==> config.mk <==
export PLATFORM = sky130hd
export DESIGN_NAME = flp_page_rx
export DESIGN_NICKNAME = d
export VERILOG_FILES = /design/src/rtl/flp_pkg.sv /design/src/rtl/flp_gap_timer.sv /design/src/rtl/flp_slot_decoder.sv /design/src/rtl/flp_match_filter.sv /design/src/rtl/flp_page_rx.sv
export SDC_FILE = /design/constraint.sdc
export NUM_CORES = 1
export LEC_CHECK = 0
export BUFFER_PORTS_ARGS = -buffer_cell sky130_fd_sc_hd__buf_2
export CORE_MARGIN = 3
export CORE_UTILIZATION = 30
export DETAILED_ROUTE_END_ITERATION = 10
export GPL_ROUTABILITY_DRIVEN = 0
export HOLD_SLACK_MARGIN = 0.06
export SLEW_MARGIN = 0
export SYNTH_ARGS = -nofsm -noshare
export SYNTH_HDL_FRONTEND = slang
export SYNTH_SLANG_ARGS = --single-unit
==> constraint.sdc <==
create_clock -name clk -period 8.7 [get_ports clk]
set_input_delay 0 -clock clk [delete_from_list [all_inputs] [get_ports clk]]
set_output_delay 0 -clock clk [all_outputs]
set_load 0.1 [all_outputs]
==> src/rtl/flp_pkg.sv <==
package flp_pkg;

    typedef enum logic [1:0] {
        RX_IDLE    = 2'd0,
        RX_BURST   = 2'd1,
        RX_RECOVER = 2'd2
    } rx_state_e;

    function automatic logic in_win(input int unsigned v, input int unsigned lo,
                                    input int unsigned hi);
        return (v >= lo) && (v <= hi);
    endfunction

endpackage

==> src/rtl/flp_gap_timer.sv <==
module flp_gap_timer #(
    parameter int unsigned GAP_TICKS = 200,
    parameter int unsigned TW        = 8
) (
    input  logic          clk,
    input  logic          rst_n,
    input  logic          tick_i,
    input  logic          clr_i,
    output logic [TW-1:0] meas_o
);
    localparam logic [TW-1:0] SAT = TW'(GAP_TICKS);

    logic [TW-1:0] elapsed_d, elapsed_q;

    always_comb begin
        meas_o    = (tick_i && elapsed_q != SAT) ? elapsed_q + TW'(1) : elapsed_q;
        elapsed_d = clr_i ? '0 : meas_o;
    end

    always_ff @(posedge clk or negedge rst_n) begin
        if (!rst_n) elapsed_q <= '0;
        else        elapsed_q <= elapsed_d;
    end

    assert_meas_saturates_R3: assert property (@(posedge clk) disable iff (!rst_n)
        (elapsed_q == SAT && !clr_i) |=> elapsed_q == SAT);

endmodule

==> src/rtl/flp_slot_decoder.sv <==
module flp_slot_decoder
    import flp_pkg::*;
#(
    parameter int unsigned PAGE_BITS = 16,
    parameter int unsigned DATA_MIN  = 55,
    parameter int unsigned DATA_MAX  = 70,
    parameter int unsigned CLK_MIN   = 110,
    parameter int unsigned CLK_MAX   = 140,
    parameter int unsigned GAP_TICKS = 200,
    parameter int unsigned TW        = 8
) (
    input  logic                 clk,
    input  logic                 rst_n,
    input  logic                 pulse_i,
    input  logic [TW-1:0]        meas_i,
    output logic                 clr_o,
    output logic                 done_o,
    output logic                 err_o,
    output logic [PAGE_BITS-1:0] page_o
);
    localparam int unsigned   CLOCKS   = PAGE_BITS + 1;
    localparam int unsigned   CW       = $clog2(CLOCKS + 1);
    localparam logic [CW-1:0] NCL_FULL = CW'(CLOCKS);

    typedef struct packed {
        rx_state_e            st;
        logic [CW-1:0]        ncl;
        logic                 dseen;
        logic [PAGE_BITS-1:0] bits;
        logic                 done;
        logic                 err;
        logic [PAGE_BITS-1:0] page;
    } dec_t;

    dec_t d, q;
    logic is_clk, is_dat, timed_out;

    always_comb begin
        is_clk    = in_win(32'(meas_i), CLK_MIN, CLK_MAX);
        is_dat    = in_win(32'(meas_i), DATA_MIN, DATA_MAX);
        timed_out = 32'(meas_i) >= GAP_TICKS;
        d         = q;
        d.done    = 1'b0;
        d.err     = 1'b0;
        clr_o     = 1'b0;
        unique case (q.st)
            RX_IDLE: begin
                if (pulse_i) begin
                    d.st    = RX_BURST;
                    d.ncl   = CW'(1);
                    d.dseen = 1'b0;
                    d.bits  = '0;
                    clr_o   = 1'b1;
                end
            end
            RX_BURST: begin
                if (pulse_i) begin
                    if (is_clk && q.ncl != NCL_FULL) begin
                        d.bits  = {q.dseen, q.bits[PAGE_BITS-1:1]};
                        d.ncl   = q.ncl + CW'(1);
                        d.dseen = 1'b0;
                        clr_o   = 1'b1;
                    end else if (is_dat && !q.dseen && q.ncl != NCL_FULL) begin
                        d.dseen = 1'b1;
                    end else begin
                        d.err = 1'b1;
                        d.st  = RX_RECOVER;
                        clr_o = 1'b1;
                    end
                end else if (timed_out) begin
                    if (q.ncl == NCL_FULL) begin
                        d.done = 1'b1;
                        d.page = q.bits;
                    end else begin
                        d.err = 1'b1;
                    end
                    d.st = RX_IDLE;
                end
            end
            RX_RECOVER: begin
                if (pulse_i)        clr_o = 1'b1;
                else if (timed_out) d.st  = RX_IDLE;
            end
            default: d.st = RX_IDLE;
        endcase
    end

    always_ff @(posedge clk or negedge rst_n) begin
        if (!rst_n) q <= '0;
        else        q <= d;
    end

    assign done_o = q.done;
    assign err_o  = q.err;
    assign page_o = q.page;

    assert_burst_count_R1: assert property (@(posedge clk) disable iff (!rst_n)
        (q.st == RX_BURST) |-> (q.ncl >= CW'(1) && q.ncl <= NCL_FULL));

    assert_done_needs_full_R7: assert property (@(posedge clk) disable iff (!rst_n)
        q.done |-> $past(q.st == RX_BURST && q.ncl == NCL_FULL));

    assert_done_err_excl_R6: assert property (@(posedge clk) disable iff (!rst_n)
        !(q.done && q.err));

    assert_recover_silent_R9: assert property (@(posedge clk) disable iff (!rst_n)
        (q.st == RX_RECOVER) |=> !q.err);

endmodule

==> src/rtl/flp_match_filter.sv <==
module flp_match_filter #(
    parameter int unsigned PAGE_BITS  = 16,
    parameter int unsigned MATCH_NEED = 3
) (
    input  logic                 clk,
    input  logic                 rst_n,
    input  logic                 done_i,
    input  logic                 err_i,
    input  logic [PAGE_BITS-1:0] page_i,
    output logic [PAGE_BITS-1:0] page_o,
    output logic                 valid_o
);
    localparam int unsigned   RW       = $clog2(MATCH_NEED + 1);
    localparam logic [RW-1:0] RUN_FULL = RW'(MATCH_NEED);

    typedef struct packed {
        logic [PAGE_BITS-1:0] last;
        logic [RW-1:0]        run;
        logic                 valid;
    } mf_t;

    mf_t d, q;

    always_comb begin
        d       = q;
        d.valid = 1'b0;
        if (err_i) begin
            d.run = '0;
        end else if (done_i) begin
            if (q.run != '0 && page_i == q.last) begin
                if (q.run != RUN_FULL) d.run = q.run + RW'(1);
            end else begin
                d.run = RW'(1);
            end
            d.last  = page_i;
            d.valid = (d.run == RUN_FULL);
        end
    end

    always_ff @(posedge clk or negedge rst_n) begin
        if (!rst_n) q <= '0;
        else        q <= d;
    end

    assign page_o  = q.last;
    assign valid_o = q.valid;

    assert_valid_after_done_R4: assert property (@(posedge clk) disable iff (!rst_n)
        q.valid |-> $past(done_i));

    assert_valid_full_run_R4: assert property (@(posedge clk) disable iff (!rst_n)
        q.valid |-> q.run == RUN_FULL);

    assert_page_moves_on_done_R3: assert property (@(posedge clk) disable iff (!rst_n)
        !$stable(q.last) |-> $past(done_i));

endmodule

==> src/rtl/flp_page_rx.sv <==
module flp_page_rx #(
    parameter int unsigned PAGE_BITS  = 16,
    parameter int unsigned DATA_MIN   = 55,
    parameter int unsigned DATA_MAX   = 70,
    parameter int unsigned CLK_MIN    = 110,
    parameter int unsigned CLK_MAX    = 140,
    parameter int unsigned GAP_TICKS  = 200,
    parameter int unsigned MATCH_NEED = 3
) (
    input  logic                 clk,
    input  logic                 rst_n,
    input  logic                 tick_i,
    input  logic                 pulse_i,
    output logic [PAGE_BITS-1:0] page_o,
    output logic                 page_valid_o,
    output logic                 err_o
);
    localparam int unsigned TW = $clog2(GAP_TICKS + 1);

    logic [TW-1:0]        meas;
    logic                 clr;
    logic                 dec_done;
    logic [PAGE_BITS-1:0] dec_page;

    flp_gap_timer #(
        .GAP_TICKS(GAP_TICKS),
        .TW       (TW)
    ) u_timer (
        .clk   (clk),
        .rst_n (rst_n),
        .tick_i(tick_i),
        .clr_i (clr),
        .meas_o(meas)
    );

    flp_slot_decoder #(
        .PAGE_BITS(PAGE_BITS),
        .DATA_MIN (DATA_MIN),
        .DATA_MAX (DATA_MAX),
        .CLK_MIN  (CLK_MIN),
        .CLK_MAX  (CLK_MAX),
        .GAP_TICKS(GAP_TICKS),
        .TW       (TW)
    ) u_dec (
        .clk    (clk),
        .rst_n  (rst_n),
        .pulse_i(pulse_i),
        .meas_i (meas),
        .clr_o  (clr),
        .done_o (dec_done),
        .err_o  (err_o),
        .page_o (dec_page)
    );

    flp_match_filter #(
        .PAGE_BITS (PAGE_BITS),
        .MATCH_NEED(MATCH_NEED)
    ) u_match (
        .clk    (clk),
        .rst_n  (rst_n),
        .done_i (dec_done),
        .err_i  (err_o),
        .page_i (dec_page),
        .page_o (page_o),
        .valid_o(page_valid_o)
    );

    assert_err_blocks_valid_R10: assert property (@(posedge clk) disable iff (!rst_n)
        err_o |=> !page_valid_o);

endmodule

==> results of run 1 <==
-- power by group --
part / switching [uW] / total [uW] / internal [uW]
registers: 65.5 / 426 / 361
clock network: 139 / 362 / 222
logic: 97.3 / 159 / 61.3
-- Yosys cell counts (3+ instances only) --
library cell / number / share of area [%]
sky130_fd_sc_hd__xor2_1: 13 / 3.0
sky130_fd_sc_hd__clkbuf_1: 19 / 1.8
sky130_fd_sc_hd__buf_6: 3 / 0.88
sky130_fd_sc_hd__a31oi_1: 4 / 0.65
sky130_fd_sc_hd__nor2_1: 4 / 0.39
sky130_fd_sc_hd__nand3_1: 3 / 0.39
sky130_fd_sc_hd__o211ai_1: 4 / 0.78
sky130_fd_sc_hd__or3_1: 3 / 0.49
sky130_fd_sc_hd__mux2_4: 9 / 3.5
sky130_fd_sc_hd__nand2b_1: 5 / 0.81
sky130_fd_sc_hd__nor4b_1: 3 / 0.68
sky130_fd_sc_hd__and3_1: 4 / 0.65
sky130_fd_sc_hd__a21oi_1: 3 / 0.39
sky130_fd_sc_hd__nand4_1: 22 / 3.6
sky130_fd_sc_hd__xnor2_1: 12 / 2.7
sky130_fd_sc_hd__nand2_1: 51 / 5.0
sky130_fd_sc_hd__o221ai_1: 18 / 4.1
sky130_fd_sc_hd__dfrtp_1: 69 / 45
sky130_fd_sc_hd__buf_2: 3 / 0.39
sky130_fd_sc_hd__buf_4: 16 / 3.1
sky130_fd_sc_hd__ha_1: 4 / 1.3
sky130_fd_sc_hd__nor4_1: 3 / 0.49
sky130_fd_sc_hd__a31o_2: 4 / 0.91
sky130_fd_sc_hd__inv_1: 12 / 1.2
sky130_fd_sc_hd__mux2_2: 23 / 6.7
sky130_fd_sc_hd__nor3_1: 17 / 2.2
-- per-stage QoR --
| stage | util [%] | hold slack [ns] |
|---|---|---|
| floorplan | - | -0.296 |
| global placement | 32.1 | 0.255 |
| detailed placement | 32.1 | 0.263 |
| CTS | 34.6 | 0.147 |
| global route | 34.6 | 0.197 |
| finish | 34.6 | 0.173 |
-- cells by family (layout without fill, tap and decap cells) --
kind of cell               count (synthesis)  after routing
xor gates and xnor gates                  25             25
AOI/OAI and AO/OA                         53             53
and+or+nand+nor                          131            131
DFF                                       69             69
adders and majority gates                  4              4
buffers and inverters                     55             54
muxes                                     34             34
-- cell type report --
| type | count | area [um2] | share of cell area [%] |
|---|---|---|---|
| Clock inverter | 7 | 73.8 | 1.73 |
| Sequential cell | 69 | 1730 | 40.5 |
| Multi-Input combinational cell | 247 | 1840 | 43.1 |
| Clock buffer | 9 | 225 | 5.28 |
| Tap cell | 168 | 210 | 4.93 |
| Timing Repair Buffer | 26 | 148 | 3.46 |
| Inverter | 12 | 45.0 | 1.06 |
-- what timing repair did --
item,in CTS,in global routing
hold endpoints to repair,70,0
setup buffers,0,0
hold buffers,2,0
-- worst max-delay path, delay by kind of cell, from the launching register on --
family / cells / cell delay [ns]
AND/OR/NAND/NOR: 3 / 1.44
AO/OA/AOI/OAI: 2 / 0.73
flip-flops: 1 / 0.48
adder cells (fa/ha/maj): 1 / 0.29
XOR/XNOR: 1 / 0.19
-- sequential cells by signal, indices dropped and copies added (netlist names) --
name               count
u_timer.elapsed_q      8
u_match.page_o        16
u_dec.q               24
u_match.q              2
u_match.valid_o        1
u_dec.page_o          16
u_dec.err_o            1
u_dec.done_o           1
-- worst min-delay path by stage --
stage	startpoint	to	slack (ns)
2_1_floorplan	rst_n	u_dec.done_o$_DFF_PN0_	-0.30
3_3_place_gp	rst_n	u_match.page_o[0]$_DFFE_PN0P_	0.25
3_5_place_dp	rst_n	u_match.page_o[0]$_DFFE_PN0P_	0.26
4_1_cts	tick_i	u_timer.elapsed_q[2]$_DFF_PN0_	0.15
5_1_grt	tick_i	u_timer.elapsed_q[2]$_DFF_PN0_	0.20
6_report	tick_i	u_timer.elapsed_q[2]$_DFF_PN0_	0.17
-- routing by layer --
layer	GRT usage [%]	part of all wire, %	vias to the layer above
met2	18.1	46	57
li1	-	-	1338
met5	0	0	-
met3	3.37	4.0	11
met4	4.08	1.4	0
met1	16.2	48	1356
==> key figures, run 1 <==
Run status
  – Status: complete, no violations

STA
  – RSZ-0062 raised after global routing: false
  – Final critical-path setup slack: 5.40 ns
  – Number of hold-slack violations in the final timing report: 0
  – Slew Limit Headroom: between 20% and 30%
  – Fin crit share: 38.0%
  – Fmax: 0.303 GHz
  – Setup total negative slack: 0 ns
  – Worst Tran Pin Value: 1.11 ns
  – Maximum clock skew at final layout: 0.00721 ns
  – Clock period minus final worst setup slack: between 3 and 4 ns
  – Setup violations, final: 0
  – Final count of pins violating max slew: 0

Power and ir drop
  – Total power density per cell area: 222 nW/um2
  – Worst VDD drop: 102 uV
  – P_leak: ~0.0019 uW
  – Pwr Total: around 950 uW

Floorplanning
  – Chip width: about 120 um
  – Row count: 40
  – Die area: between 10000 and 15000 um2
  – Starting Density: 31.3%
  – Area inside the core boundary: ~12000 um2
  – Count of pins on the block boundary: 22
  – Die height: 119 um

Global route
  – All-layer global routing usage: 11.9%
  – Global-route wire length before repair: roughly 14 mm
  – Initial antenna violation count: 0
  – Remaining global-route overflow: 0
  – Via count of the first global-routing pass: 2802
  – Pin count of the biggest net entering global routing: 70

Routing
  – DR DRC count: 0
  – Via count: ~2800
  – DRT iter0 DRCs: approximately 180
  – Total detailed-routing wirelength: 8.00 mm
  – Antenna violation net count after detailed routing: 0
  – WL per Instance: 14.9 um
  – Drt first pass iters: 4
  – Per-cell via count in the routed design: 5.13

Setup path
  – Crit end category: flop
  – Worst setup endpoint: u_dec.q[29]$_DFFE_PN0P_
  – Peak fanout along the critical path: 22
  – Startpoint of the worst setup timing path: u_timer.elapsed_q[0]$_DFF_PN0_
  – Largest incremental delay on the critical path: 0.76 ns
  – Beginning of the worst register-to-register path: u_timer.elapsed_q[0]$_DFF_PN0_
  – Signal arrival time at the worst endpoint: 3.47 ns
  – Sort of element at the start of the critical path: flop
  – Cells traversed along the worst timing path: ha_1 -> and4_1 -> and3_1 -> xnor2_1 -> a31o_2 -> and3_1 -> o221ai_1
  – Cell with the largest stage delay on the worst path: sky130_fd_sc_hd__and3_1
  – Reg-to-reg endpoint: u_dec.q[29]$_DFFE_PN0P_
  – Critical path's most frequent cell: sky130_fd_sc_hd__and3_1
  – Setup slack, reg-to-reg: 5.40 ns
  – Number of cells on the worst reg-to-reg path: 7
  – Kind of critical path: reg -> reg
  – Required time at the endpoint of the critical path: 8.86 ns

Clock network
  – Clock tree from TritonCTS: built
  – Clk root buf: sky130_fd_sc_hd__clkbuf_16
  – Worst-Skew Late Latency: 0.33 ns
  – Resized Gates After CTS: 0
  – TritonCTS buffer count: 9
  – Buffers from clock root to sink, at most: 2
  – Clock transition at the registers of the reported paths: about 0.060 ns
  – Depth of the CTS H-tree: 3
  – CTS sink count: 69

Layout
  – Layout filler cell count: around 1200
  – Nets: between 300 and 400
  – Ant. Diodes: 0
  – Layout cell share with drive strength beyond 1: a little over a fifth
  – Non-filler instance count after layout: 538
  – Commonest non-fill, non-tap cell in the layout: sky130_fd_sc_hd__dfrtp_1
  – Post-route cell area: 4270 um2
  – Top library cells by usage in the layout, fill and taps aside: sky130_fd_sc_hd__dfrtp_1 (69), sky130_fd_sc_hd__nand2_1 (51), sky130_fd_sc_hd__mux2_2 (23)
  – Area growth from synthesis to layout: 10.6%

Worst hold path
  – Worst Hold Depth: 5
  – Type of the worst min-delay path: in -> reg

Flow run
  – Max cap viols: 0

Synth
  – Most used DFF post-synth: sky130_fd_sc_hd__dfrtp_1
  – Post-Synth Adder-Cell Area: 1.30%
  – Largest family of logic cells by synthesized area: simple AND/OR/NAND/NOR gates
  – Post-synthesis sequential element count: between 60 and 70
  – Async SR Flop Fraction: 100%
  – Post-synthesis mux area share: a little over a tenth
  – Sequential element share of the synthesized area: 44.8%
  – Synth Area in Simple Gates: 18.3%
  – Post-synth EDFFs: 0
  – Total of warnings raised by yosys: 0
  – Post-synthesis cell area: 3860 um2
  – Count of mapped cells out of synthesis: 371
  – Net count of the mapped netlist: 379
  – Share of the synthesized area in compound gates (AO/OA/AOI/OAI): 11.6%
  – Post-synthesis cell type count: 56
  – Avg Cell Area, Syn: 10.4 um2
  – Xor-xnor portion of the synthesized cell area: under 10%

Placed design
  – Hpwl dp: 5.33 mm
  – Cell count after placement: 520
  – Post-detailed-placement cell area: just under 4000 um2
  – Buffers on Ports: 21
  – Place WS: approximately 5.4 ns
No activity file was read; power rests on OpenSTA's default activity.
==> inputs of run 2 (changes only) <==
Clock period 8.7 ns to 3.32 ns, I/O delays scaled along.
==> key figures, run 2 (synthesis gave the netlist of run 1 again) <==
Layout
  – Ant. Diodes: 0 (unchanged)
  – Most flops, register: u_dec.q
  – Area growth from synthesis to layout: 13.0%
  – Layout cell share with drive strength beyond 1: 23.3% (+1.7 points)
  – Top library cells by usage in the layout, fill and taps aside: sky130_fd_sc_hd__dfrtp_1 (69), sky130_fd_sc_hd__nand2_1 (51), sky130_fd_sc_hd__mux2_2 (23)
  – Non-filler instance count after layout: 546 (+1.5%)
  – Max reg flops: 24 (unchanged)
  – Nets: 381 (+2.1%)
  – Commonest non-fill, non-tap cell in the layout: sky130_fd_sc_hd__dfrtp_1

STA
  – RSZ-0062 raised after global routing: false
  – Setup total negative slack: 0 ns (unchanged)
  – Final count of pins violating max slew: 0 (unchanged)
  – Clock period minus final worst setup slack: 2.96 ns (-0.340 ns)
  – Setup violations, final: 0 (unchanged)
  – Worst Tran Pin Value: 0.913 ns (-0.197 ns)
  – Fmax: 0.337 GHz (+11%)
  – Fin crit share: 89.3% (+51 points)
  – Slew Limit Headroom: 38.6% (+13 points)
  – Number of hold-slack violations in the final timing report: 0 (unchanged)
  – Maximum clock skew at final layout: 0.00664 ns (-0.000567 ns)

Setup path
  – Number of cells on the worst reg-to-reg path: 7 (unchanged)
  – Required time at the endpoint of the critical path: 3.49 ns (-5.37 ns)
  – Crit end category: flop
  – Kind of critical path: reg -> reg
  – Signal arrival time at the worst endpoint: 3.13 ns (-0.34 ns)
  – Sort of element at the start of the critical path: flop
  – Peak fanout along the critical path: 9 (-59%)

Clock network
  – Clk root buf: sky130_fd_sc_hd__clkbuf_16
  – Resized Gates After CTS: 0 (unchanged)
  – Worst-Skew Late Latency: 0.33 ns (about the same)
  – Depth of the CTS H-tree: 3 (unchanged)
  – TritonCTS buffer count: 9 (unchanged)
  – Clock tree from TritonCTS: built
  – Clock transition at the registers of the reported paths: 0.06 ns (about the same)
  – CTS sink count: 69 (unchanged)
  – Buffers from clock root to sink, at most: 2 (unchanged)

Floorplanning
  – Row count: 40 (unchanged)
  – Chip width: 119 um (unchanged)
  – Starting Density: 31.3% (unchanged)
  – Area inside the core boundary: 12300 um2 (unchanged)
  – Die area: 14300 um2 (unchanged)
  – Die height: 119 um (unchanged)
  – Count of pins on the block boundary: 22 (unchanged)

Routing
  – DRT iter0 DRCs: 173 (-6.0%)
  – Per-cell via count in the routed design: 5.18 (+0.85%)
  – Via count: 2827 (+2.4%)
  – Drt first pass iters: 4 (unchanged)
  – Antenna violation net count after detailed routing: 0 (unchanged)
  – WL per Instance: 14.9 um (+0.36%)
  – DR DRC count: 0 (unchanged)
  – Total detailed-routing wirelength: 8.15 mm (+1.8%)

Power and ir drop
  – P_leak: 0.00200 uW (+2.8%)
  – Total power density per cell area: 598 nW/um2 (+170%)
  – Clock Power Share: 40.5% (+2.3 points)
  – Fraction of power spent switching nets: 30.7% (-1.2 points)
  – Combinational group share of total power: 18.8% (+2.0 points)
  – Internal power contribution: 1810 uW (+180%)
  – Sequential Power Share: 40.7% (-4.3 points)
  – Switching Power: 801 uW (+170%)
  – Worst VDD drop: 210 uV (+110%)

Placed design
  – Hpwl dp: 5.59 mm (+4.8%)
  – Cell count after placement: 528 (+1.5%)
  – Buffers on Ports: 21 (unchanged)

Global route
  – Pin count of the biggest net entering global routing: 54 (-23%)
  – Initial antenna violation count: 0 (unchanged)
  – All-layer global routing usage: 11.5% (-0.35 points)
  – Via count of the first global-routing pass: 2636 (-5.9%)
  – Remaining global-route overflow: 0 (unchanged)
  – Global-route wire length before repair: 13.5 mm (-2.8%)

Worst hold path
  – Type of the worst min-delay path: in -> async

Flow run
  – Max cap viols: 0 (unchanged)

Run status
  – Status: complete, no violations
-- run 2: cell types whose count changed in the layout (fill, tap and decap cells not counted), sizes merged --
cell,delta
bufinv,+1
clkinv,-2
clkbuf,+1
buf,+8
-- run 2: power by group through the flow --
stage / logic [uW] / registers, uW / clock network, uW
after global placement: 474 / 1070 / 0
after detailed placement: 491 / 1080 / 0
after global routing: 547 / 1080 / 1120
after CTS: 494 / 1060 / 1080
final: 489 / 1060 / 1060
after floorplan: 358 / 1060 / 0
-- run 2: final cells by class --
class                      count  area (um2)
clock buffer                  10         239
clock inverter                 6        93.8
fill                        1228        7950
inverter                      12        45.0
multi-input combinational    247        1840
sequential                    69        1730
tap                          168         210
timing repair buffer          34         208
-- run 2: what timing repair did --
action / in CTS / in global routing
buffers inserted: 0 / 0
hold buffers: 2 / 0
endpoints found under the hold margin: 17 / 0
-- run 2: layer usage --
layer / share of wire [%] / routed length, um / GRT usage, %
met5: 0 / 0 / 0
met4: 2.3 / 189 / 4.87
met3: 5.4 / 436 / 3.09
met2: 45 / 3660 / 17.3
met1: 47 / 3860 / 15.7
-- run 2: path summary, 6_finish.rpt --
check                                                     from                        endpoint  slack [ns]
worst max register to register  u_timer.elapsed_q[0]$_DFF_PN0_  u_timer.elapsed_q[4]$_DFF_PN0_        0.36
worst min register to register           u_dec.err_o$_DFF_PN0_        u_match.q[1]$_DFFE_PN0P_        0.49
worst max-delay path            u_timer.elapsed_q[0]$_DFF_PN0_  u_timer.elapsed_q[4]$_DFF_PN0_        0.36
worst min-delay path                                     rst_n  u_match.page_o[14]$_DFFE_PN0P_        0.12
max in group asynchronous                                rst_n  u_timer.elapsed_q[4]$_DFF_PN0_        2.21
min in group clk                                        tick_i  u_timer.elapsed_q[2]$_DFF_PN0_        0.18
-- run 2: per-stage QoR --
stage / utilization, % / area [um2] / hold WS [ns] / worst slack [ns] / power [uW]
finish: 35.4 / 4360 / 0.116 / 0.356 / 2610
floorplan: - / 3860 / -0.296 / 0.604 / 1420
global placement: 32.5 / 4010 / -0.0612 / 0.434 / 1540
global route: 35.4 / 4360 / 0.145 / 0.159 / 2740
CTS: 35.4 / 4360 / 0.114 / 0.361 / 2640
detailed placement: 32.5 / 4010 / -0.0604 / 0.386 / 1570
-- run 2: worst max-delay path: stages, from the launching register on --
cell	delay (ns)
sky130_fd_sc_hd__dfrtp_1	0.46
sky130_fd_sc_hd__ha_1	0.31
sky130_fd_sc_hd__and4_1	0.31
sky130_fd_sc_hd__a32o_1	0.29
sky130_fd_sc_hd__nor3_1	0.34
sky130_fd_sc_hd__nor4bb_1	0.16
sky130_fd_sc_hd__nor3_1	0.77
sky130_fd_sc_hd__nor3_1	0.15
==> inputs of run 3 (changes only) <==
Settings changed: CORE_UTILIZATION 30 to 61, PLACE_DENSITY from default to 0.8.
==> key figures, run 3 (synthesis gave the netlist of run 1 again) <==
Setup path
  – Kind of critical path: reg -> reg
  – Sort of element at the start of the critical path: flop
  – Largest incremental delay on the critical path: 0.49 ns (-0.28 ns)
  – Cell with the largest stage delay on the worst path: sky130_fd_sc_hd__or4_1
  – Peak fanout along the critical path: 17 (+8)
  – Signal arrival time at the worst endpoint: 3.16 ns (+0.03 ns)
  – Crit end category: flop
  – Cells traversed along the worst timing path: ha_1 -> and4_1 -> or4_1 -> a21o_1 -> a221oi_4 -> nand3_4 -> mux2_4
  – Required time at the endpoint of the critical path: 3.54 ns (+0.05 ns)

Routing
  – Total detailed-routing wirelength: 7.82 mm (-4.1%)
  – Via count: 2820 (-0.25%)
  – Per-cell via count in the routed design: 6.24 (+20%)
  – Antenna violation net count after detailed routing: 0 (unchanged)
  – DRT iter0 DRCs: 184 (+6.4%)
  – DR DRC count: 0 (unchanged)
  – Drt first pass iters: 4 (unchanged)
  – WL per Instance: 17.3 um (+16%)

Global route
  – Via count of the first global-routing pass: 2825 (+7.2%)
  – Initial antenna violation count: 0 (unchanged)
  – Remaining global-route overflow: 0 (unchanged)
  – Pin count of the biggest net entering global routing: 41 (-24%)
  – All-layer global routing usage: 23.6% (+12 points)
  – Global-route wire length before repair: 13.7 mm (+1.6%)

Layout
  – Commonest non-fill, non-tap cell in the layout: sky130_fd_sc_hd__dfrtp_1
  – Sequential cell area: 1730 um2 (unchanged)
  – Footprint of the multi-input gates: 1840 um2 (unchanged)
  – Ant. Diodes: 0 (unchanged)
  – Nets: 380 (-0.26%)
  – Most flops, register: u_dec.q
  – Layout filler cell count: 472 (-62%)
  – Area growth from synthesis to layout: 5.32%
  – Top library cells by usage in the layout, fill and taps aside: sky130_fd_sc_hd__dfrtp_1 (69), sky130_fd_sc_hd__nand2_1 (51), sky130_fd_sc_hd__mux2_2 (23)
  – Layout cell share with drive strength beyond 1: 22.3% (-1.0 points)
  – Max reg flops: 24 (unchanged)
  – Post-route cell area: 4060 um2 (-6.8%)

Power and ir drop
  – Fraction of power spent switching nets: 34.7% (+4.0 points)
  – Total power density per cell area: 525 nW/um2 (-12%)
  – Sequential Power Share: 50.0% (+9.3 points)
  – Combinational group share of total power: 22.9% (+4.1 points)
  – Internal power contribution: 1390 uW (-23%)
  – P_leak: 0.00191 uW (-4.4%)
  – Worst VDD drop: 346 uV (+65%)
  – Switching Power: 740 uW (-7.6%)
  – Clock Power Share: 27.1% (-13 points)

Clock network
  – Clk root buf: sky130_fd_sc_hd__clkbuf_8
  – Depth of the CTS H-tree: 3 (unchanged)
  – Clock tree from TritonCTS: built
  – Post-CTS Hold Buffers: 2 (unchanged)
  – Resized Gates After CTS: 0 (unchanged)
  – Buffers from clock root to sink, at most: 2 (unchanged)
  – TritonCTS buffer count: 9 (unchanged)
  – Total setup buffers inserted after CTS: 0 (unchanged)
  – Worst-Skew Late Latency: 0.34 ns (about the same)
  – Clock transition at the registers of the reported paths: 0.08 ns (+0.02 ns)
  – CTS sink count: 69 (unchanged)

Placed design
  – Post-detailed-placement cell area: 3880 um2 (-3.1%)
  – Buffers on Ports: 21 (unchanged)
  – Hpwl dp: 5.38 mm (-3.7%)
  – Place WS: 0.400 ns (+0.0145 ns)

Flow run
  – Max cap viols: 0 (unchanged)

STA
  – Slew Limit Headroom: 40.1% (+1.4 points)
  – Hold Worst Slack: 0.150 ns (+0.0333 ns)
  – Setup total negative slack: 0 ns (unchanged)
  – Maximum clock skew at final layout: 0.00830 ns (+0.00166 ns)
  – RSZ-0062 raised after global routing: false
  – Final critical-path setup slack: 0.380 ns (+0.0240 ns)
  – Fin crit share: 88.6% (-0.72 points)
  – Clock period minus final worst setup slack: 2.94 ns (-0.0240 ns)
  – Number of hold-slack violations in the final timing report: 0 (unchanged)
  – Fmax: 0.340 GHz (+0.81%)
  – Final count of pins violating max slew: 0 (unchanged)
  – Setup violations, final: 0 (unchanged)
  – Worst Tran Pin Value: 0.892 ns (-0.0213 ns)

Run status
  – Status: complete, no violations

Floorplanning
  – Row count: 28 (-30%)
  – Chip width: 85.5 um (-28%)
  – Starting Density: 64.0% (+33 points)
  – Die area: 7310 um2 (-49%)
  – Die height: 85.5 um (-28%)
  – Area inside the core boundary: 6030 um2 (-51%)
  – Count of pins on the block boundary: 22 (unchanged)

Worst hold path
  – Type of the worst min-delay path: in -> reg
[run 3: through the flow]
step / util, % / cells / power [uW]
final: 67.4 / 452 / 2130
after global routing: 67.4 / 452 / 2270
after CTS: 67.4 / 452 / 2150
after detailed placement: 64.4 / 434 / 1570
after global placement: 64.4 / 434 / 1540
after floorplan: - / 371 / 1420
[run 3: worst paths after layout]
path / slack, ns / cells past startpoint / to / start
worst max-delay path: 0.38 / 7 / u_dec.page_o[5]$_DFFE_PN0P_ / u_timer.elapsed_q[0]$_DFF_PN0_
worst min-delay path: 0.15 / 5 / u_timer.elapsed_q[2]$_DFF_PN0_ / tick_i
worst max register to register: 0.38 / 7 / u_dec.page_o[5]$_DFFE_PN0P_ / u_timer.elapsed_q[0]$_DFF_PN0_
worst min register to register: 0.50 / 1 / u_match.q[1]$_DFFE_PN0P_ / u_dec.err_o$_DFF_PN0_
max in group asynchronous: 2.13 / 3 / u_dec.q[37]$_DFFE_PN0P_ / rst_n
min in group asynchronous: 0.23 / 2 / u_match.page_o[3]$_DFFE_PN0P_ / rst_n
[run 3: metal layers]
metal  global-route usage (%)  vias up  routed length [um]
met1                     32.2     1386                3510
met5                        0        -                   0
met2                     37.6       75                3850
met3                     4.23       13                 330
li1                         -     1346                   -
met4                     9.35        0                 122
[run 3: power by group through the flow]
stage / sequential (uW) / clock, uW / combinational [uW]
3_5_place_dp: 1080 / 0 / 489
3_3_place_gp: 1070 / 0 / 469
4_1_cts: 1060 / 594 / 492
2_1_floorplan: 1060 / 0 / 358
5_1_grt: 1090 / 633 / 553
6_report: 1070 / 578 / 488
[run 3: final cells by class]
class | instances | area share, %
Clock buffer | 12 | 3.33
Multi-Input combinational cell | 247 | 45.2
Sequential cell | 69 | 42.5
Clock inverter | 4 | 0.616
Tap cell | 75 | 2.31
Timing Repair Buffer | 33 | 4.93
Inverter | 12 | 1.11
[run 3: worst max-delay path, delay by kind of cell, from the launching register on]
family	cells	cell delay, ns
fa+ha+maj	1	0.30
compound gates	2	0.55
flops	1	0.47
simple gates	3	1.11
mux	1	0.39
